**config.mk**
```make
export PLATFORM = sky130hd
export DESIGN_NAME = dmod_prescaler
export DESIGN_NICKNAME = d
export VERILOG_FILES = /design/src/rtl/dmp_pkg.sv /design/src/rtl/dmp_core45.sv /design/src/rtl/dmp_bin_chain.sv /design/src/rtl/dmod_prescaler.sv
export SDC_FILE = /design/constraint.sdc
export NUM_CORES = 1
export LEC_CHECK = 0
export ABC_AREA = 1
export BUFFER_PORTS_ARGS = -buffer_cell sky130_fd_sc_hd__buf_2
export CELL_PAD_IN_SITES_DETAIL_PLACEMENT = 0
export CELL_PAD_IN_SITES_GLOBAL_PLACEMENT = 1
export CORE_AREA = 2 2 39 41
export DETAILED_ROUTE_END_ITERATION = 6
export DIE_AREA = 0 0 41 43
export MAX_ROUTING_LAYER = met4
export PLACE_DENSITY = 0.65
export SKIP_LAST_GASP = 1
export SLEW_MARGIN = 20
export SYNTH_ARGS = -nofsm -noshare
export SYNTH_HDL_FRONTEND = slang
export SYNTH_SLANG_ARGS = --single-unit
```
**constraint.sdc**
```tcl
create_clock -name clk -period 2.3 [get_ports clk]
set_clock_uncertainty 0.1 [all_clocks]
set_input_delay 0.46 -clock clk [delete_from_list [all_inputs] [get_ports clk]]
set_output_delay 0.46 -clock clk [all_outputs]
set_load 0.02 [all_outputs]
```
**src/rtl/dmp_pkg.sv**
```systemverilog
package dmp_pkg;
    localparam int CORE_W = 3;
    localparam logic [CORE_W-1:0] CORE_END4 = 3'd3;
    localparam logic [CORE_W-1:0] CORE_END5 = 3'd4;
    localparam int CORE_BASE = 4;
endpackage

```
**src/rtl/dmp_core45.sv**
```systemverilog
module dmp_core45
    import dmp_pkg::*;
(
    input  logic [CORE_W-1:0] core_q,
    input  logic              swallow,
    output logic [CORE_W-1:0] core_d,
    output logic              wrap
);
    logic [CORE_W-1:0] end_val;

    always_comb begin
        end_val = swallow ? CORE_END5 : CORE_END4;
        wrap    = (core_q == end_val);
        core_d  = wrap ? '0 : CORE_W'(core_q + 1'b1);
    end
endmodule

```
**src/rtl/dmp_bin_chain.sv**
```systemverilog
module dmp_bin_chain #(
    parameter int N_STAGES = 4,
    parameter int SEL_W    = 2
) (
    input  logic [N_STAGES-1:0] bin_q,
    input  logic [SEL_W-1:0]    psel,
    input  logic                adv,
    output logic [N_STAGES-1:0] bin_d,
    output logic                term
);
    logic [N_STAGES-1:0] active;

    for (genvar i = 0; i < N_STAGES; i++) begin : g_stage_en
        assign active[i] = (i <= int'(psel));
    end

    always_comb begin
        logic carry;
        carry = adv;
        for (int i = 0; i < N_STAGES; i++) begin
            bin_d[i] = active[i] ? (bin_q[i] ^ carry) : 1'b0;
            carry    = carry & bin_q[i];
        end
        term = &(bin_q | ~active);
    end
endmodule

```
**src/rtl/dmod_prescaler.sv**
```systemverilog
module dmod_prescaler
    import dmp_pkg::*;
#(
    parameter int N_STAGES = 4,
    localparam int SEL_W = (N_STAGES > 1) ? $clog2(N_STAGES) : 1
) (
    input  logic             clk,
    input  logic             rst,
    input  logic [SEL_W-1:0] p_sel,
    input  logic             mod_hi,
    output logic             tick
);
    typedef struct packed {
        logic [CORE_W-1:0]   core;
        logic [N_STAGES-1:0] bin;
        logic                mod;
        logic [SEL_W-1:0]    psel;
    } state_t;

    state_t state_q, state_d;

    logic [CORE_W-1:0]   core_nx;
    logic [N_STAGES-1:0] bin_nx;
    logic                core_wrap;
    logic                bin_term;
    logic                swallow;

    assign swallow = state_q.mod & bin_term;

    dmp_core45 u_core (
        .core_q  (state_q.core),
        .swallow (swallow),
        .core_d  (core_nx),
        .wrap    (core_wrap)
    );

    dmp_bin_chain #(
        .N_STAGES (N_STAGES),
        .SEL_W    (SEL_W)
    ) u_chain (
        .bin_q (state_q.bin),
        .psel  (state_q.psel),
        .adv   (core_wrap),
        .bin_d (bin_nx),
        .term  (bin_term)
    );

    always_comb begin
        state_d      = state_q;
        state_d.core = core_nx;
        state_d.bin  = bin_nx;
        if (core_wrap && bin_term) begin
            state_d.mod  = mod_hi;
            state_d.psel = p_sel;
        end
    end

    assign tick = core_wrap & bin_term;

    always_ff @(posedge clk) begin
        if (rst) begin
            state_q.core <= '0;
            state_q.bin  <= '0;
            state_q.mod  <= mod_hi;
            state_q.psel <= p_sel;
        end else begin
            state_q <= state_d;
        end
    end
endmodule

```
* Word level (Yosys, flattened, before mapping)
Index checks and enable logic that the tools add are counted.
Storage, ports and cells: register bits 10, bits of input ports 5, output and inout bits 1, logic and storage cells 36
Cells by class: add/subtract/negate cells 1, $lt $le $gt $ge 3, equal/unequal tests 1, multiplexer cells 3, bitwise logic cells 14, reductions and logical operators 7
Operators by type and width (count):
- $mux W3 | 3
- $reduce_or A2 Y1 | 4
- $and A1 B1 Y1 | 5
- $le A2 B2 Y1 const A | 2
- $not A4 Y4 | 1
- $or A4 B4 Y4 | 1
- $reduce_and A4 Y1 | 1
- $xor A1 B1 Y1 | 4
- $add A3 B1 Y3 const B | 1
- $eq A3 B3 Y1 | 1
- $not A1 Y1 | 3
- $le A1 B2 Y1 const A | 1
- $reduce_bool A2 Y1 | 1
- $logic_and A1 B1 Y1 | 1

* Depth between registers and ports, before layout
depth after elaboration 11, mapped depth 13, depth with buffers taken out 13

* Modules after synthesis
A second synthesis with hierarchy kept.
Unflattened totals: cells, all modules 65, area, all modules 503.0 µm²
By module, submodules not included:
- dmod_prescaler | instances 1, cells each 31, area each 316.6 µm², seq. area each 230.2 µm²
- dmp_bin_chain | instances 1, cells each 16, area each 97.6 µm², seq. area each 0.0 µm²
- dmp_core45 | instances 1, cells each 18, area each 88.8 µm², seq. area each 0.0 µm²

* Worst setup path after synthesis
Ideal clock, no wire load.
path type register -> register, start register state_q[1] (netlist name), end register state_q[6] in the netlist's numbering, library setup time 78 ps, arrival time 1646 ps, data required time 2122 ps, path slack 476 ps, cell stages (with the launch flop) 12, cell sequence edfxtp_1 nand2_2 nor2_2 nor2_2 nand4_1 nand2_2 inv_1 ha_1 ha_1 ha_1 xnor2_1 nor3_1
On the way: longest elaborated chain between the ends 11
Ends and longest elaborated chain:
- $le A1 B2 Y1 or $le A2 B2 Y1 (tied branches) | line dmp_bin_chain.sv:14 | assign active[i] = (i <= int'(psel));
- $not A4 Y4 | line dmp_bin_chain.sv:24 | term = &(bin_q | ~active);
- $or A4 B4 Y4 | line dmp_bin_chain.sv:24
- $reduce_and A4 Y1 | line dmp_bin_chain.sv:24
- $and A1 B1 Y1 | line dmod_prescaler.sv:28 | assign swallow = state_q.mod & bin_term;
- $mux W3 | line dmp_core45.sv:12 | end_val = swallow ? CORE_END5 : CORE_END4;
- $eq A3 B3 Y1 | line dmp_core45.sv:13 | wrap = (core_q == end_val);
- $and A1 B1 Y1 (3 in series) | line dmp_bin_chain.sv:22 | carry = carry & bin_q[i];
- $xor A1 B1 Y1 | line dmp_bin_chain.sv:21 | bin_d[i] = active[i] ? (bin_q[i] ^ carry) : 1'b0;
- to (signal assigned) | line dmod_prescaler.sv:67 | state_q <= state_d;
- to (decl) | line dmod_prescaler.sv:20 | state_t state_q, state_d;
Parallel ways exist; a longest one is shown, timed or not. A chain may end at the register's enable or synchronous reset.

* Worst setup path in the final report
start register state_q[1] (netlist name), end output tick
On the way: longest elaborated chain between the ends 8
Ends and longest elaborated chain:
- $le A1 B2 Y1 or $le A2 B2 Y1 (tied branches) | line dmp_bin_chain.sv:14
- $not A4 Y4 * | line dmp_bin_chain.sv:24
- $or A4 B4 Y4 * | line dmp_bin_chain.sv:24
- $reduce_and A4 Y1 * | line dmp_bin_chain.sv:24
- $and A1 B1 Y1 | line dmod_prescaler.sv:28
- $mux W3 | line dmp_core45.sv:12
- $eq A3 B3 Y1 | line dmp_core45.sv:13
- $and A1 B1 Y1 * | line dmod_prescaler.sv:58 | assign tick = core_wrap & bin_term;
- to (decl) | line dmod_prescaler.sv:11 | output logic tick
Mark *: on every way between the ends. The rest lies on a longest branch, timed or not.

==> out/qor.txt <==
outcome = finished clean
crit path cell chain = o21bai_1 > nand4_1 > nand3_1 > inv_1 > buf_2
critical path fanouts, max = 5
Critical Path RT = 1.74 ns
Post-DP HPWL = 480 um
post-CTS setup repair buffer count = 0
antenna viol nets, final = 0
Crit-path slowest cell = edfxtp_1
delay-heaviest family, CP = flip-flops
DP Area = 497 um2
worst vdd rail ir drop = 320 uV
Synth cell types = 16
worst slew pin tran = 0.209 ns
Buf/Inv on CP = 2
routed len/inst = 9.33 um
Cell Area, Synth = 452 um2
Area growth syn-to-layout = 15.8%
drt pass-1 iters = 4
Util after Layout = 37.8%
crit path capture type = output pin
number of global-route vias before repair = 322
vias = 312
sequential fraction of the synthesis area = 51.0%
full die area = 0.00176 mm2
initial antenna violation count = 0
first-pass GRT wire length = 1240 um
Yosys top cell area share = 31.0%
max reg flops = 10
Top Registers = state_q: 10 flops
flop and latch count out of synthesis = 10
drt initial violations = 1
Fmax = 0.491 GHz
ANT cells = 0
final WL = 681 um
kind of critical path = register to output pin
max-cap violations = 0
io pins = 6
gr ovfl total = 0
Avg Vias per Cell = 4.27
Initial Util = 32.6%
Fin Hold WS = 0.266 ns
Final Hold Fails = 0
pwr dens = 692 mW/mm2
core area = 0.00138 mm2
row count = 14
PortBufs = 5
layout cells sized above 1 = 26.3%
Slew Limit Headroom = 86.0%
GRT Total Usage = 11.7%
Post-Syn Instances = 48
CTS Hold Bufs = 0
Clock Sinks = 10
H-Tree Level Count = 1
Tot Pwr = 0.362 mW
Max Buffers Root-to-Sink = 2
Slew Limit Fails = 0
Skew-Pair Late Insertion Delay = 0.26 ns
design area = 523 um2
clock buffer count from CTS = 3
number of remaining DRC errors = 0
Most flops, register = state_q
CTS clock-pin slew for the worst setup and hold paths = 0.07 ns
largest net degree at the start of global routing = 7
Worst setup SP type = register
die width = 41 um
most frequent cells in the layout = 7 x nor2_1, 7 x dfxtp_1, 6 x inv_1
synth warn = 0
synth top area cells = dfxtp_1 31%, edfxtp_1 20%, ha_1 11%
aggregate negative setup slack = 0 ns
dominant cell type by area after synthesis = dfxtp_1
crit share post-route = 88.6%
Root Buffer = clkbuf_4
Nets = 67
RePlAce Congestion = 0.718
Final setup viols = 0
Resize count post-CTS = 0
Final min period = 2.04 ns
Static Leakage = 0.250 nW
syn_nets = 57
Die Y = 43 um
Worst path max stage delay = 0.45 ns
Syn Area/Cell = 9.41 um2
CTS tree = done
Hold Path Class = primary input to register
unrepaired setup endpoints after global routing = no
CP arrival = 1.48 ns
==> cell type report <==
cell class,count,area (um2)
fill,151,861
sequential,10,230
multi-input combinational,32,199
clock buffer,4,26.3
timing repair buffer,5,25.0
inverter,6,22.5
tap,16,20.0
==> synth_stat cells (all sizes together) <==
cell,count
o21ai,1
inv,6
ha,4
nand2,9
nor3,1
edfxtp,3
and2,1
nor2,9
o21bai,1
nand3,2
nand3b,1
xnor2,2
nand4,1
dfxtp,7
==> path summary, 6_finish.rpt <==
check | endpoint | depth (start not counted) | from | slack (ns)
min | state_q[1]$_DFFE_PP_ | 1 | p_sel[1] | 0.27
min reg2reg | state_q[7]$_SDFF_PP0_ | 1 | state_q[7]$_SDFF_PP0_ | 0.37
max reg2reg | state_q[6]$_SDFF_PP0_ | 9 | state_q[1]$_DFFE_PP_ | 0.30
max | tick | 5 | state_q[1]$_DFFE_PP_ | 0.26
==> logic make-up after synthesis <==
logic type / share of synthesized area, %
flops: 51.0
compound gates: 2.77
buf+inv: 4.99
fa+ha+maj: 11.1
simple gates: 26.3
xor+xnor: 3.88
==> metrics by stage <==
step / instances / worst slack, ns
2_1_floorplan: 48 / 0.476
3_3_place_gp: 69 / 0.329
3_5_place_dp: 69 / 0.307
4_1_cts: 73 / 0.227
5_1_grt: 73 / 0.0995
6_report: 73 / 0.262
==> layer usage <==
layer	wire length [um]	part of all wire, %	vias up	track usage, %
met4	0	0	0	10.0
met1	293	43	134	11.6
met3	30	4.4	0	4.71
met5	0	0	-	-
met2	357	52	7	16.9
li1	-	-	171	-
==> report_power, final <==
group          switching [mW]  total [mW]  internal [mW]
clock                  0.0607       0.128         0.0670
combinational          0.0178      0.0325         0.0147
sequential            0.00862       0.202          0.193
total                  0.0871       0.362          0.275
Power figures use the tool's default switching activity.
